<file path="src/rtl/jd_pkg.sv">
package jd_pkg;
  typedef enum logic [1:0] {
    KIND_SEL  = 2'd0,
    KIND_FORK = 2'd1,
    KIND_ERR  = 2'd2
  } jd_kind_e;
endpackage

</file>
<file path="src/rtl/jd_first_set.sv">
module jd_first_set #(
  parameter int N     = 4,
  parameter int IDX_W = 2
) (
  input  logic [N-1:0]     req_i,
  output logic             any_o,
  output logic [IDX_W-1:0] idx_o
);
  assign any_o = |req_i;

  // lowest set bit wins
  always_comb begin
    idx_o = '0;
    for (int i = N - 1; i >= 0; i--) begin
      if (req_i[i]) idx_o = i[IDX_W-1:0];
    end
  end
endmodule

</file>
<file path="src/rtl/jd_queue_ptrs.sv">
module jd_queue_ptrs #(
  parameter int SLOT_W = 3
) (
  input  logic              clk,
  input  logic              rst_n,
  input  logic              pop_i,
  input  logic              push_i,
  input  logic [SLOT_W-1:0] push_slot_i,
  input  logic [SLOT_W-1:0] head_next_i,
  output logic [SLOT_W-1:0] head_o,
  output logic [SLOT_W-1:0] tail_o,
  output logic              empty_o,
  output logic              link_we_o
);
  logic drains;

  // queue becomes empty this cycle before any append
  assign drains    = empty_o || (pop_i && (head_o == tail_o));
  assign link_we_o = push_i && !drains;

  always_ff @(posedge clk) begin
    if (!rst_n) begin
      head_o  <= '0;
      tail_o  <= '0;
      empty_o <= 1'b1;
    end else begin
      if (pop_i && !empty_o) begin
        if (head_o == tail_o) empty_o <= 1'b1;
        else                  head_o  <= head_next_i;
      end
      if (push_i) begin
        tail_o <= push_slot_i;
        if (drains) begin
          head_o  <= push_slot_i;
          empty_o <= 1'b0;
        end
      end
    end
  end
endmodule

</file>
<file path="src/rtl/join_dispatch.sv">
module join_dispatch #(
  parameter int          NUM_UNITS = 4,
  parameter int          ADDR_W    = 15,
  parameter int          CNT_W     = 4,
  parameter int          SLOTS     = 8,
  parameter int unsigned DIAG_ADDR = 32'h7F00
) (
  input  logic                         clk,
  input  logic                         rst_n,
  input  logic                         sub_valid_i,
  input  logic [1:0]                   sub_kind_i,
  input  logic [$clog2(NUM_UNITS)-1:0] sub_unit_i,
  input  logic [CNT_W-1:0]             sub_count_i,
  input  logic [ADDR_W-1:0]            sub_addr_i,
  input  logic [ADDR_W-1:0]            sub_branch_i,
  input  logic [NUM_UNITS-1:0]         done_i,
  input  logic                         sup_pop_i,
  output logic                         disp_valid_o,
  output logic [$clog2(NUM_UNITS)-1:0] disp_unit_o,
  output logic [ADDR_W-1:0]            disp_addr_o,
  output logic                         redir_valid_o,
  output logic [ADDR_W-1:0]            redir_addr_o,
  output logic                         sup_valid_o,
  output logic [ADDR_W-1:0]            sup_addr_o,
  output logic [NUM_UNITS-1:0]         unit_busy_o,
  output logic                         ovf_o
);
  import jd_pkg::*;

  localparam int UNIT_W = $clog2(NUM_UNITS);
  localparam int SLOT_W = $clog2(SLOTS);
  localparam int NQ     = NUM_UNITS + 1;
  localparam int SUP_Q  = NUM_UNITS;
  localparam int OWN_W  = $clog2(NQ);

  function automatic logic [CNT_W-1:0] need_of(input logic [CNT_W-1:0] c);
    return (c == '0) ? CNT_W'(1) : c;
  endfunction

  function automatic logic [CNT_W-1:0] bump(input logic [CNT_W-1:0] c);
    return (&c) ? c : c + CNT_W'(1);
  endfunction

  function automatic logic met(input logic [CNT_W-1:0] got, input logic [CNT_W-1:0] need);
    return got >= need;
  endfunction

  // entry pool
  logic [SLOTS-1:0]  s_valid;
  logic [ADDR_W-1:0] s_addr  [SLOTS];
  logic [CNT_W-1:0]  s_need  [SLOTS];
  logic [CNT_W-1:0]  s_got   [SLOTS];
  logic [SLOT_W-1:0] s_next  [SLOTS];
  logic [OWN_W-1:0]  s_owner [SLOTS];

  // queue pointers
  logic [SLOT_W-1:0] q_head [NQ];
  logic [SLOT_W-1:0] q_tail [NQ];
  logic [NQ-1:0]     q_empty;
  logic [NQ-1:0]     q_pop;
  logic [NQ-1:0]     q_push;
  logic [NQ-1:0]     q_link_we;

  logic [NUM_UNITS-1:0] busy;
  logic [NUM_UNITS-1:0] unit_ready;

  // named events for the checker
  logic              is_sel, is_fork, is_err, is_park;
  logic              go_any;
  logic [UNIT_W-1:0] go_unit;
  logic [SLOT_W-1:0] pop_slot;
  logic              sup_pop_ok;
  logic [SLOTS-1:0]  match;
  logic              hit_any, free_any;
  logic [SLOT_W-1:0] hit_idx, free_idx;
  logic              ev_join, ev_alloc, ev_ovf;
  logic [OWN_W-1:0]  alloc_q;

  assign is_sel  = sub_valid_i && (sub_kind_i == KIND_SEL);
  assign is_fork = sub_valid_i && (sub_kind_i == KIND_FORK);
  assign is_err  = sub_valid_i && (sub_kind_i == KIND_ERR);
  assign is_park = is_fork || is_err;

  genvar gu;
  generate
    for (gu = 0; gu < NUM_UNITS; gu++) begin : g_ready
      assign unit_ready[gu] = !q_empty[gu]
                              && met(s_got[q_head[gu]], s_need[q_head[gu]])
                              && (!busy[gu] || done_i[gu]);
    end
  endgenerate

  jd_first_set #(.N(NUM_UNITS), .IDX_W(UNIT_W)) u_arb (
    .req_i (unit_ready),
    .any_o (go_any),
    .idx_o (go_unit)
  );

  assign pop_slot   = q_head[go_unit];
  assign sup_pop_ok = sup_pop_i && !q_empty[SUP_Q];

  // an entry leaving this cycle takes no further calls
  always_comb begin
    for (int i = 0; i < SLOTS; i++) begin
      match[i] = s_valid[i]
                 && (s_owner[i] == OWN_W'(sub_unit_i))
                 && (s_addr[i] == sub_addr_i)
                 && !(go_any && (SLOT_W'(i) == pop_slot));
    end
  end

  jd_first_set #(.N(SLOTS), .IDX_W(SLOT_W)) u_hit (
    .req_i (match),
    .any_o (hit_any),
    .idx_o (hit_idx)
  );

  jd_first_set #(.N(SLOTS), .IDX_W(SLOT_W)) u_free (
    .req_i (~s_valid),
    .any_o (free_any),
    .idx_o (free_idx)
  );

  assign ev_join  = is_sel && hit_any;
  assign ev_alloc = ((is_sel && !hit_any) || is_park) && free_any;
  assign ev_ovf   = ((is_sel && !hit_any) || is_park) && !free_any;
  assign alloc_q  = is_park ? OWN_W'(SUP_Q) : OWN_W'(sub_unit_i);

  genvar gq;
  generate
    for (gq = 0; gq < NQ; gq++) begin : g_q
      if (gq == SUP_Q) begin : g_sup
        assign q_pop[gq] = sup_pop_ok;
      end else begin : g_unit
        assign q_pop[gq] = go_any && (go_unit == UNIT_W'(gq));
      end
      assign q_push[gq] = ev_alloc && (alloc_q == OWN_W'(gq));

      jd_queue_ptrs #(.SLOT_W(SLOT_W)) u_ptrs (
        .clk         (clk),
        .rst_n       (rst_n),
        .pop_i       (q_pop[gq]),
        .push_i      (q_push[gq]),
        .push_slot_i (free_idx),
        .head_next_i (s_next[q_head[gq]]),
        .head_o      (q_head[gq]),
        .tail_o      (q_tail[gq]),
        .empty_o     (q_empty[gq]),
        .link_we_o   (q_link_we[gq])
      );
    end
  endgenerate

  // occupancy
  always_ff @(posedge clk) begin
    if (!rst_n) begin
      s_valid <= '0;
    end else begin
      if (go_any)     s_valid[pop_slot]     <= 1'b0;
      if (sup_pop_ok) s_valid[q_head[SUP_Q]] <= 1'b0;
      if (ev_alloc)   s_valid[free_idx]     <= 1'b1;
    end
  end

  // entry contents and links
  always_ff @(posedge clk) begin
    if (ev_join) s_got[hit_idx] <= bump(s_got[hit_idx]);
    if (ev_alloc) begin
      s_addr[free_idx]  <= sub_addr_i;
      s_need[free_idx]  <= is_park ? CNT_W'(1) : need_of(sub_count_i);
      s_got[free_idx]   <= CNT_W'(1);
      s_owner[free_idx] <= alloc_q;
    end
    for (int q = 0; q < NQ; q++) begin
      if (q_link_we[q]) s_next[q_tail[q]] <= free_idx;
    end
  end

  // unit status and outputs
  always_ff @(posedge clk) begin
    if (!rst_n) begin
      busy          <= '0;
      disp_valid_o  <= 1'b0;
      disp_unit_o   <= '0;
      disp_addr_o   <= '0;
      redir_valid_o <= 1'b0;
      redir_addr_o  <= '0;
      ovf_o         <= 1'b0;
    end else begin
      for (int u = 0; u < NUM_UNITS; u++) begin
        if (go_any && (go_unit == UNIT_W'(u))) busy[u] <= 1'b1;
        else if (done_i[u])                    busy[u] <= 1'b0;
      end
      disp_valid_o <= go_any;
      if (go_any) begin
        disp_unit_o <= go_unit;
        disp_addr_o <= s_addr[pop_slot];
      end
      redir_valid_o <= is_park && free_any;
      if (is_park && free_any)
        redir_addr_o <= is_fork ? sub_branch_i : ADDR_W'(DIAG_ADDR);
      ovf_o <= ev_ovf;
    end
  end

  assign unit_busy_o = busy;
  assign sup_valid_o = !q_empty[SUP_Q];
  assign sup_addr_o  = s_addr[q_head[SUP_Q]];
endmodule

</file>
<file path="config.mk">
export PLATFORM = sky130hd
export DESIGN_NAME = join_dispatch
export DESIGN_NICKNAME = d
export VERILOG_FILES = /design/src/rtl/jd_pkg.sv /design/src/rtl/jd_first_set.sv /design/src/rtl/jd_queue_ptrs.sv /design/src/rtl/join_dispatch.sv
export SDC_FILE = /design/constraint.sdc
export NUM_CORES = 1
export LEC_CHECK = 0
export BUFFER_PORTS_ARGS = -buffer_cell sky130_fd_sc_hd__clkbuf_2
export CAP_MARGIN = 20
export CORE_MARGIN = 2
export CORE_UTILIZATION = 59
export DETAILED_ROUTE_END_ITERATION = 12
export PLACE_DENSITY = 0.86
export SLEW_MARGIN = 10
export SYNTH_ARGS = -nofsm -noshare
export SYNTH_HDL_FRONTEND = slang
export SYNTH_SLANG_ARGS = --single-unit
</file>
<file path="constraint.sdc">
create_clock -name clk -period 13.7 [get_ports clk]
set_input_delay 0 -clock clk [delete_from_list [all_inputs] [get_ports clk]]
set_output_delay 0 -clock clk [all_outputs]
set_load 0.01 [all_outputs]
</file>
==> flow_metrics.py, run 1 <==
metrics = {
    "status": {
        "status": "complete, no violations",
    },
    "worst_setup_path": {
        "cp_slowest_cell": "dfxtp_1",
        "endpoint_kind": "flop",
        "max_stage_delay_ps": 770,
        "cp.required_ps": 13960,
        "path_cells": "buf_4 > mux4_2 > mux2_2 > ha_1 > o21ai_0 > a211oi_1 > nand2_1 > a31oi_1 > o32a_2 > buf_4 > o311a_4 > nor2_1 > a221oi_4 > mux2i_1 > a2111oi_2 > o22ai_1 > nand2_1 > ha_1 > inv_1 > or3_1 > a21o_1 > mux2i_1 > nor2_1",
        "r2r_cells": 23,
        "r2r_start": "g_q[1].u_ptrs.head_o[0]",
        "cp_num_buf_inv": 3,
        "crit_fanout": 72,
        "worstSetupPathType": "flop to flop",
        "r2r-end": "s_got[5][1]",
        "reg2reg_slack_ps": 5660,
        "crit_arrival_ps": 8300,
        "cp-start-kind": "flop",
        "path_delay_family": "compound AO/OA/AOI/OAI gates",
    },
    "sta": {
        "tightest_slew_ps": 1250,
        "period_minus_slack_ps": 8040,
        "setup_viol": 0,
        "setup_tns_ps": 0,
        "post-route-period-util": 0.587,
        "slew-limit-headroom": 0.170,
        "fin_ws_ps": 5660,
        "timing.fmax_mhz": 124,
        "maxSlewViolCount": 0,
        "worst_clock_skew_ps": 31.0,
        "hold_viol_final": 0,
        "grt_setup_unrepaired": "false",
    },
    "grt": {
        "grt-ovfl-total": 0,
        "grt_start_max_net_pins": 83,
        "antenna_found_initial": 0,
        "gr-usage-all-layers": 0.364,
        "grt_pass1_wl_mm": 90.9,
        "grt_pass1_vias": 15300,
    },
    "logic_synthesis": {
        "synth.avg_cell_area_sq_um": 11.2,
        "synth_ff_type": "edfxtp_1",
        "yosysUniqueCellTypes": 80,
        "synthesis.instances": 1632,
        "synth-edff-count": 232,
        "ys_async_sr_fraction": 0,
        "synth_area_leaders": "edfxtp_1 38%, mux4_2 11%, dfxtp_1 9.0%",
        "syn-cell-area_sq_um": 18300,
        "ys_ff_latch": 314,
        "yosysWarnings": 0,
        "ys_seq_area_frac": 0.470,
        "syn-num-nets": 1695,
        "netlist.area_leader.share": 0.381,
        "yosys.area.top_type": "edfxtp_1",
    },
    "clock_tree": {
        "cts_sinks": 314,
        "clk_pin_slew_ps": 60,
        "cts_tree": "built",
        "cts_setup_buffers": 0,
        "cts_made_buffers": 34,
        "cts_buffer_depth": 3,
        "cts-root-buf": "clkbuf_16",
        "cts_resized": 0,
        "h-tree-depth": 2,
        "clk_latency_ps": 540,
    },
    "drt": {
        "drt_iter0_drc": 2827,
        "route.detailed.wl_per_inst_um": 28.1,
        "drtPass1Iterations": 7,
        "drt_wl_total_mm": 60.3,
        "drtAntennaViolNets": 0,
        "vias_per_cell": 7.24,
        "route.detailed.drc": 0,
        "vias": 15500,
    },
    "min_path": {
        "hp-start": "sub_count_i[1]",
        "hold_path_class": "primary input to flop",
        "min_path_cells": 2,
        "whs_endpoint": "s_need[4][1]",
    },
    "cells_and_area": {
        "layout_commonest_cell": "edfxtp_1",
        "area_delta_synth_final_pct": 13.1,
        "fillers": 2135,
        "antenna_cells": 0,
        "fin_util": 0.677,
        "final_nets": 1785,
        "drive_above_1_share": 0.191,
        "final_cell_mix": "232 x edfxtp_1, 196 x nand2_1, 109 x xor2_1",
    },
    "die": {
        "pin_count": 101,
        "row_count": 64,
        "die_area_sq_um": 32400,
        "die_h_um": 180,
        "start_util": 0.598,
        "die_x_um": 180,
        "coreArea_sq_um": 30600,
    },
    "pwr": {
        "power_density_nw_per_um2": 113,
        "power.clock.fraction": 0.424,
        "vdd_drop_max_mv": 0.121,
        "switching_power_mw": 0.600,
        "pwr-share-seq": 0.456,
        "leakagePower_nw": 7.08,
        "p_int_mw": 1.74,
        "swShare": 0.257,
        "share_comb_of_total_power": 0.120,
    },
    "flow_run": {
        "maxCapViolCount": 0,
    },
    "placement": {
        "dp_hpwl_mm": 39.5,
        "routabilityCongestion": 0.996,
        "port_buffers": 100,
        "pre_cts_ws_ps": 5880,
    },
}
power by group through the flow:
stage	sequential (mW)	combinational (mW)	clock [mW]
after floorplan	1.08	0.167	0
after detailed placement	1.09	0.261	0
after global placement	1.08	0.253	0
final	1.07	0.281	0.990
after global routing	1.07	0.297	1.03
after CTS	1.07	0.272	0.990
final cells by class:
class                      count  area [sq um]  area share
multi-input combinational   1191          9270       0.448
sequential                   314          8610       0.416
timing repair buffer         165          1070      0.0519
inverter                      16          60.1     0.00290
clock inverter                17           201     0.00973
tap                          396           495      0.0239
clock buffer                  45           996      0.0481
logic make-up (layout without fill, tap and decap cells):
kind of cell,count (synthesis),in the layout,share of synthesized area
muxes,154,154,0.146
adders and majority gates,17,17,0.0116
and+or+nand+nor,575,575,0.157
xor gates and xnor gates,153,153,0.0732
buffers and inverters,127,243,0.0273
AOI/OAI and AO/OA,292,292,0.115
DFF,314,314,0.470
layer usage:
| metal | up-vias | global-route usage | wire [um] |
|---|---|---|---|
| met2 | 1484 | 0.566 | 26800 |
| met1 | 7232 | 0.447 | 19800 |
| li1 | 6386 | - | - |
| met4 | 0 | 0.256 | 5310 |
| met5 | - | 0 | 0 |
| met3 | 419 | 0.0893 | 8430 |
Yosys cell counts, types with 5 or more instances:
master	instances
o311a_1	6
mux4_2	88
o31ai_1	5
or3_1	6
nor3b_1	14
and2_1	25
a21o_1	5
o21ai_0	57
ha_1	17
a21boi_0	13
a22oi_1	67
xor2_1	109
nor2b_1	22
nor4_1	36
xnor2_1	44
buf_1	20
a22o_1	5
nor3_1	49
and3_1	12
a21oi_1	63
a211oi_1	7
dfxtp_1	82
mux2_2	18
o22ai_1	6
inv_1	12
o21a_1	12
nand4_1	27
edfxtp_1	232
nor2_1	62
nand2b_1	13
nand2_1	196
clkbuf_1	84
mux2i_1	48
nand3_1	88
how the worst max path moves through the flow:
| stage | startpoint | to | slack (ps) | cells past startpoint |
|---|---|---|---|---|
| 6_report | g_q[1].u_ptrs.head_o[0] | s_got[5][1] | 5660 | 23 |
| 5_1_grt | g_q[1].u_ptrs.head_o[0] | s_got[3][1] | 5160 | 23 |
| 4_1_cts | g_q[1].u_ptrs.head_o[0] | s_got[3][1] | 5770 | 23 |
| 3_5_place_dp | g_q[1].u_ptrs.head_o[0] | s_got[5][1] | 5880 | 23 |
| 3_3_place_gp | g_q[1].u_ptrs.head_o[0] | s_got[2][1] | 6200 | 23 |
| 2_1_floorplan | g_q[2].u_ptrs.head_o[0] | s_addr[1][0] | 5960 | 21 |
repair_timing:
| item | 4_1_cts | 5_1_grt |
|---|---|---|
| hold endpoints to repair | 138 | 0 |
| hold buffers | 35 | 0 |
| endpoints found under the setup margin | 0 | 0 |
metrics by stage:
step,area (sq um),hold slack [ps],cells,power [mW]
final,20700,19.2,2144,2.34
after global routing,20700,18.3,2144,2.39
after CTS,20700,1.29,2143,2.33
after detailed placement,19200,266,2046,1.35
after global placement,19200,252,2046,1.34
after floorplan,18300,98.9,1632,1.25
state kept, by name (all words and copies together) (netlist names):
signal and flops:
s_addr 120, s_got 32, s_need 32, s_next 24, s_owner 24, disp_addr_o 15
g_q.u_ptrs.head_o 15, g_q.u_ptrs.tail_o 15, redir_addr_o 15, s_valid 8, g_q.u_ptrs.empty_o 5, unit_busy_o 4
disp_unit_o 2, disp_valid_o 1, ovf_o 1, redir_valid_o 1
worst register-to-register path: cells and delay by family, from the launching register on:
kind                     cells  cell delay [ps]
AO/OA/AOI/OAI                9             2970
adder cells (fa/ha/maj)      2              470
buffers and inverters        3             1130
flip-flops                   1              770
multiplexers                 4             1160
AND/OR/NAND/NOR              5             1260
(Power assumes the default switching activity.)
==> run 2, diff against run 1 <==
==> constraint.sdc (replaced) <==
create_clock -name clk -period 7.45 [get_ports clk]
set_input_delay 0 -clock clk [delete_from_list [all_inputs] [get_ports clk]]
set_output_delay 0 -clock clk [all_outputs]
set_load 0.01 [all_outputs]
==> flow_metrics.py, run 2 (synthesis results as in run 1) <==
metrics = {
    "status": {
        "status": "complete, no violations",
    },
    "worst_setup_path": {
        "endpoint_kind": "flop",
        "r2r_cells": 22,
        "path_cells": "mux4_2 > mux2_2 > ha_1 > o21ai_0 > a211oi_1 > nand2_1 > o21ai_0 > a22o_1 > buf_4 > o311a_1 > nor2_1 > a221oi_4 > mux2i_1 > a2111oi_2 > o22ai_1 > nand2_1 > ha_1 > inv_1 > or3_1 > a21o_1 > mux2i_1 > nor2_1",
        "cp_num_buf_inv": 2,
        "cp.required_ps": 7730,
        "worstSetupPathType": "flop to flop",
        "cp_slowest_cell": "dfxtp_1",
        "r2r_start": "g_q[1].u_ptrs.head_o[1]",
        "cp-start-kind": "flop",
        "crit_arrival_ps": 7200,
        "path_delay_family": "compound AO/OA/AOI/OAI gates",
        "r2r-end": "s_got[1][1]",
        "reg2reg_slack_ps": 530,
        "max_stage_delay_ps": 820,
        "crit_fanout": 19,
    },
    "clock_tree": {
        "cts-root-buf": "clkbuf_16",
        "cts_made_buffers": 35,
        "cts_buffer_depth": 3,
        "cts_sinks": 314,
        "clk_pin_slew_ps": 60,
        "cts_tree": "built",
        "cts_setup_buffers": 0,
        "h-tree-depth": 2,
        "clk_latency_ps": 540,
    },
    "drt": {
        "vias": 15300,
        "drt_iter0_drc": 2340,
        "drtAntennaViolNets": 0,
        "route.detailed.drc": 0,
        "drt_wl_total_mm": 60.2,
        "vias_per_cell": 7.04,
        "drtPass1Iterations": 8,
        "route.detailed.wl_per_inst_um": 27.8,
    },
    "sta": {
        "period_minus_slack_ps": 6920,
        "setup_viol": 0,
        "worst_clock_skew_ps": 25.2,
        "maxSlewViolCount": 0,
        "post-route-period-util": 0.928,
        "fin_ws_ps": 535,
        "grt_setup_unrepaired": "false",
        "slew-limit-headroom": 0.166,
        "tightest_slew_ps": 1250,
        "timing.fmax_mhz": 145,
        "hold_viol_final": 0,
    },
    "flow_run": {
        "maxCapViolCount": 0,
    },
    "grt": {
        "grt-ovfl-total": 0,
        "grt_pass1_vias": 15000,
        "grt_pass1_wl_mm": 90.3,
        "antenna_found_initial": 0,
        "grt_start_max_net_pins": 83,
        "gr-usage-all-layers": 0.364,
    },
    "die": {
        "die_area_sq_um": 32400,
        "coreArea_sq_um": 30600,
        "start_util": 0.598,
        "row_count": 64,
        "die_x_um": 180,
        "pin_count": 101,
        "die_h_um": 180,
    },
    "pwr": {
        "finalPower_mw": 4.26,
        "vdd_drop_max_mv": 0.182,
        "power_density_nw_per_um2": 204,
        "leakagePower_nw": 7.19,
    },
    "placement": {
        "pre_cts_ws_ps": 516,
        "dp_hpwl_mm": 40.9,
        "port_buffers": 100,
        "routabilityCongestion": 0.983,
    },
    "cells_and_area": {
        "area_delta_synth_final_pct": 14.3,
        "drive_above_1_share": 0.199,
        "fillers": 2186,
        "register_area_sq_um": 8610,
        "top_register": "s_addr",
        "layout_commonest_cell": "edfxtp_1",
        "largest_registers": "s_addr: 120 flops, s_got: 32 flops, s_need: 32 flops",
        "final_cell_mix": "232 x edfxtp_1, 196 x nand2_1, 109 x xor2_1",
        "multiInputGateArea_sq_um": 9290,
        "antenna_cells": 0,
        "final_nets": 1811,
        "largest_register_ffs": 120,
        "fin_util": 0.684,
    },
    "min_path": {
        "whs_endpoint": "s_need[5][1]",
        "hold_path_class": "primary input to flop",
        "hp-start": "sub_count_i[1]",
        "min_path_cells": 2,
    },
}
run 2: cell count changes in the layout (fill, tap and decap cells not counted), moves of 2 or more:
cell | previous run | this run
buf_4 | 29 | 49
buf_12 | 0 | 4
clkbuf_1 | 4 | 8
clkinv_2 | 6 | 3
clkbuf_16 | 37 | 35
clkinv_1 | 7 | 9
nor3_2 | 5 | 3
nor3_4 | 0 | 2
run 2: metal layers:
metal  GRT usage  vias to the layer above  share of wire
li1            -                     6433              -
met3      0.0709                      291           0.11
met1       0.452                     7265           0.35
met4       0.216                        0          0.069
met2       0.595                     1273           0.47
met5           0                        -              0
run 2: area by class of cell:
type / instances / share of cell area
Sequential cell: 314 / 0.411
Clock buffer: 47 / 0.0459
Inverter: 16 / 0.00287
Timing Repair Buffer: 190 / 0.0633
Multi-Input combinational cell: 1191 / 0.444
Clock inverter: 15 / 0.00891
Tap cell: 396 / 0.0237
run 2: where the power goes:
group          switching (mW)  internal [mW]  total [mW]
Sequential             0.0363           1.92        1.96
Clock                   0.725           1.05        1.77
Combinational           0.334          0.191       0.525
run 2: repair_timing:
item | 4_1_cts | 5_1_grt
hold endpoints to repair | 145 | 0
hold buffers | 36 | 0
setup endpoints to repair | 0 | 24
gates resized for setup | 0 | 2
run 2: how the worst max path moves through the flow:
| stage | slack (ps) | depth (start not counted) | start | endpoint |
|---|---|---|---|---|
| finish | 530 | 22 | g_q[1].u_ptrs.head_o[1] | s_got[1][1] |
| detailed placement | 520 | 22 | g_q[3].u_ptrs.head_o[0] | s_got[6][1] |
| CTS | 450 | 22 | g_q[3].u_ptrs.head_o[0] | s_got[1][1] |
| floorplan | -290 | 21 | g_q[2].u_ptrs.head_o[0] | s_addr[1][0] |
| global route | 60 | 23 | g_q[3].u_ptrs.head_o[0] | s_got[7][1] |
| global placement | 860 | 22 | g_q[2].u_ptrs.head_o[0] | s_got[6][1] |
run 2: worst reg2reg max path, stage by stage (launching register included):
cell and delay [ps]:
dfxtp_1 820, mux4_2 440, mux2_2 290, ha_1 270, o21ai_0 90, a211oi_1 460
nand2_1 340, o21ai_0 370, a22o_1 300, buf_4 340, o311a_1 300, nor2_1 120
a221oi_4 470, mux2i_1 180, a2111oi_2 370, o22ai_1 140, nand2_1 150, ha_1 180
inv_1 60, or3_1 360, a21o_1 190, mux2i_1 120, nor2_1 320
run 2: per-stage QoR:
| step | instance area, sq um | setup TNS (ps) | instances | hold WS [ps] |
|---|---|---|---|---|
| after global routing | 20900 | 0 | 2169 | 27.6 |
| after floorplan | 18300 | -13200 | 1632 | 98.9 |
| after detailed placement | 19400 | 0 | 2070 | 256 |
| final | 20900 | 0 | 2169 | 16.8 |
| after global placement | 19400 | 0 | 2070 | 250 |
| after CTS | 20900 | 0 | 2168 | 4.91 |
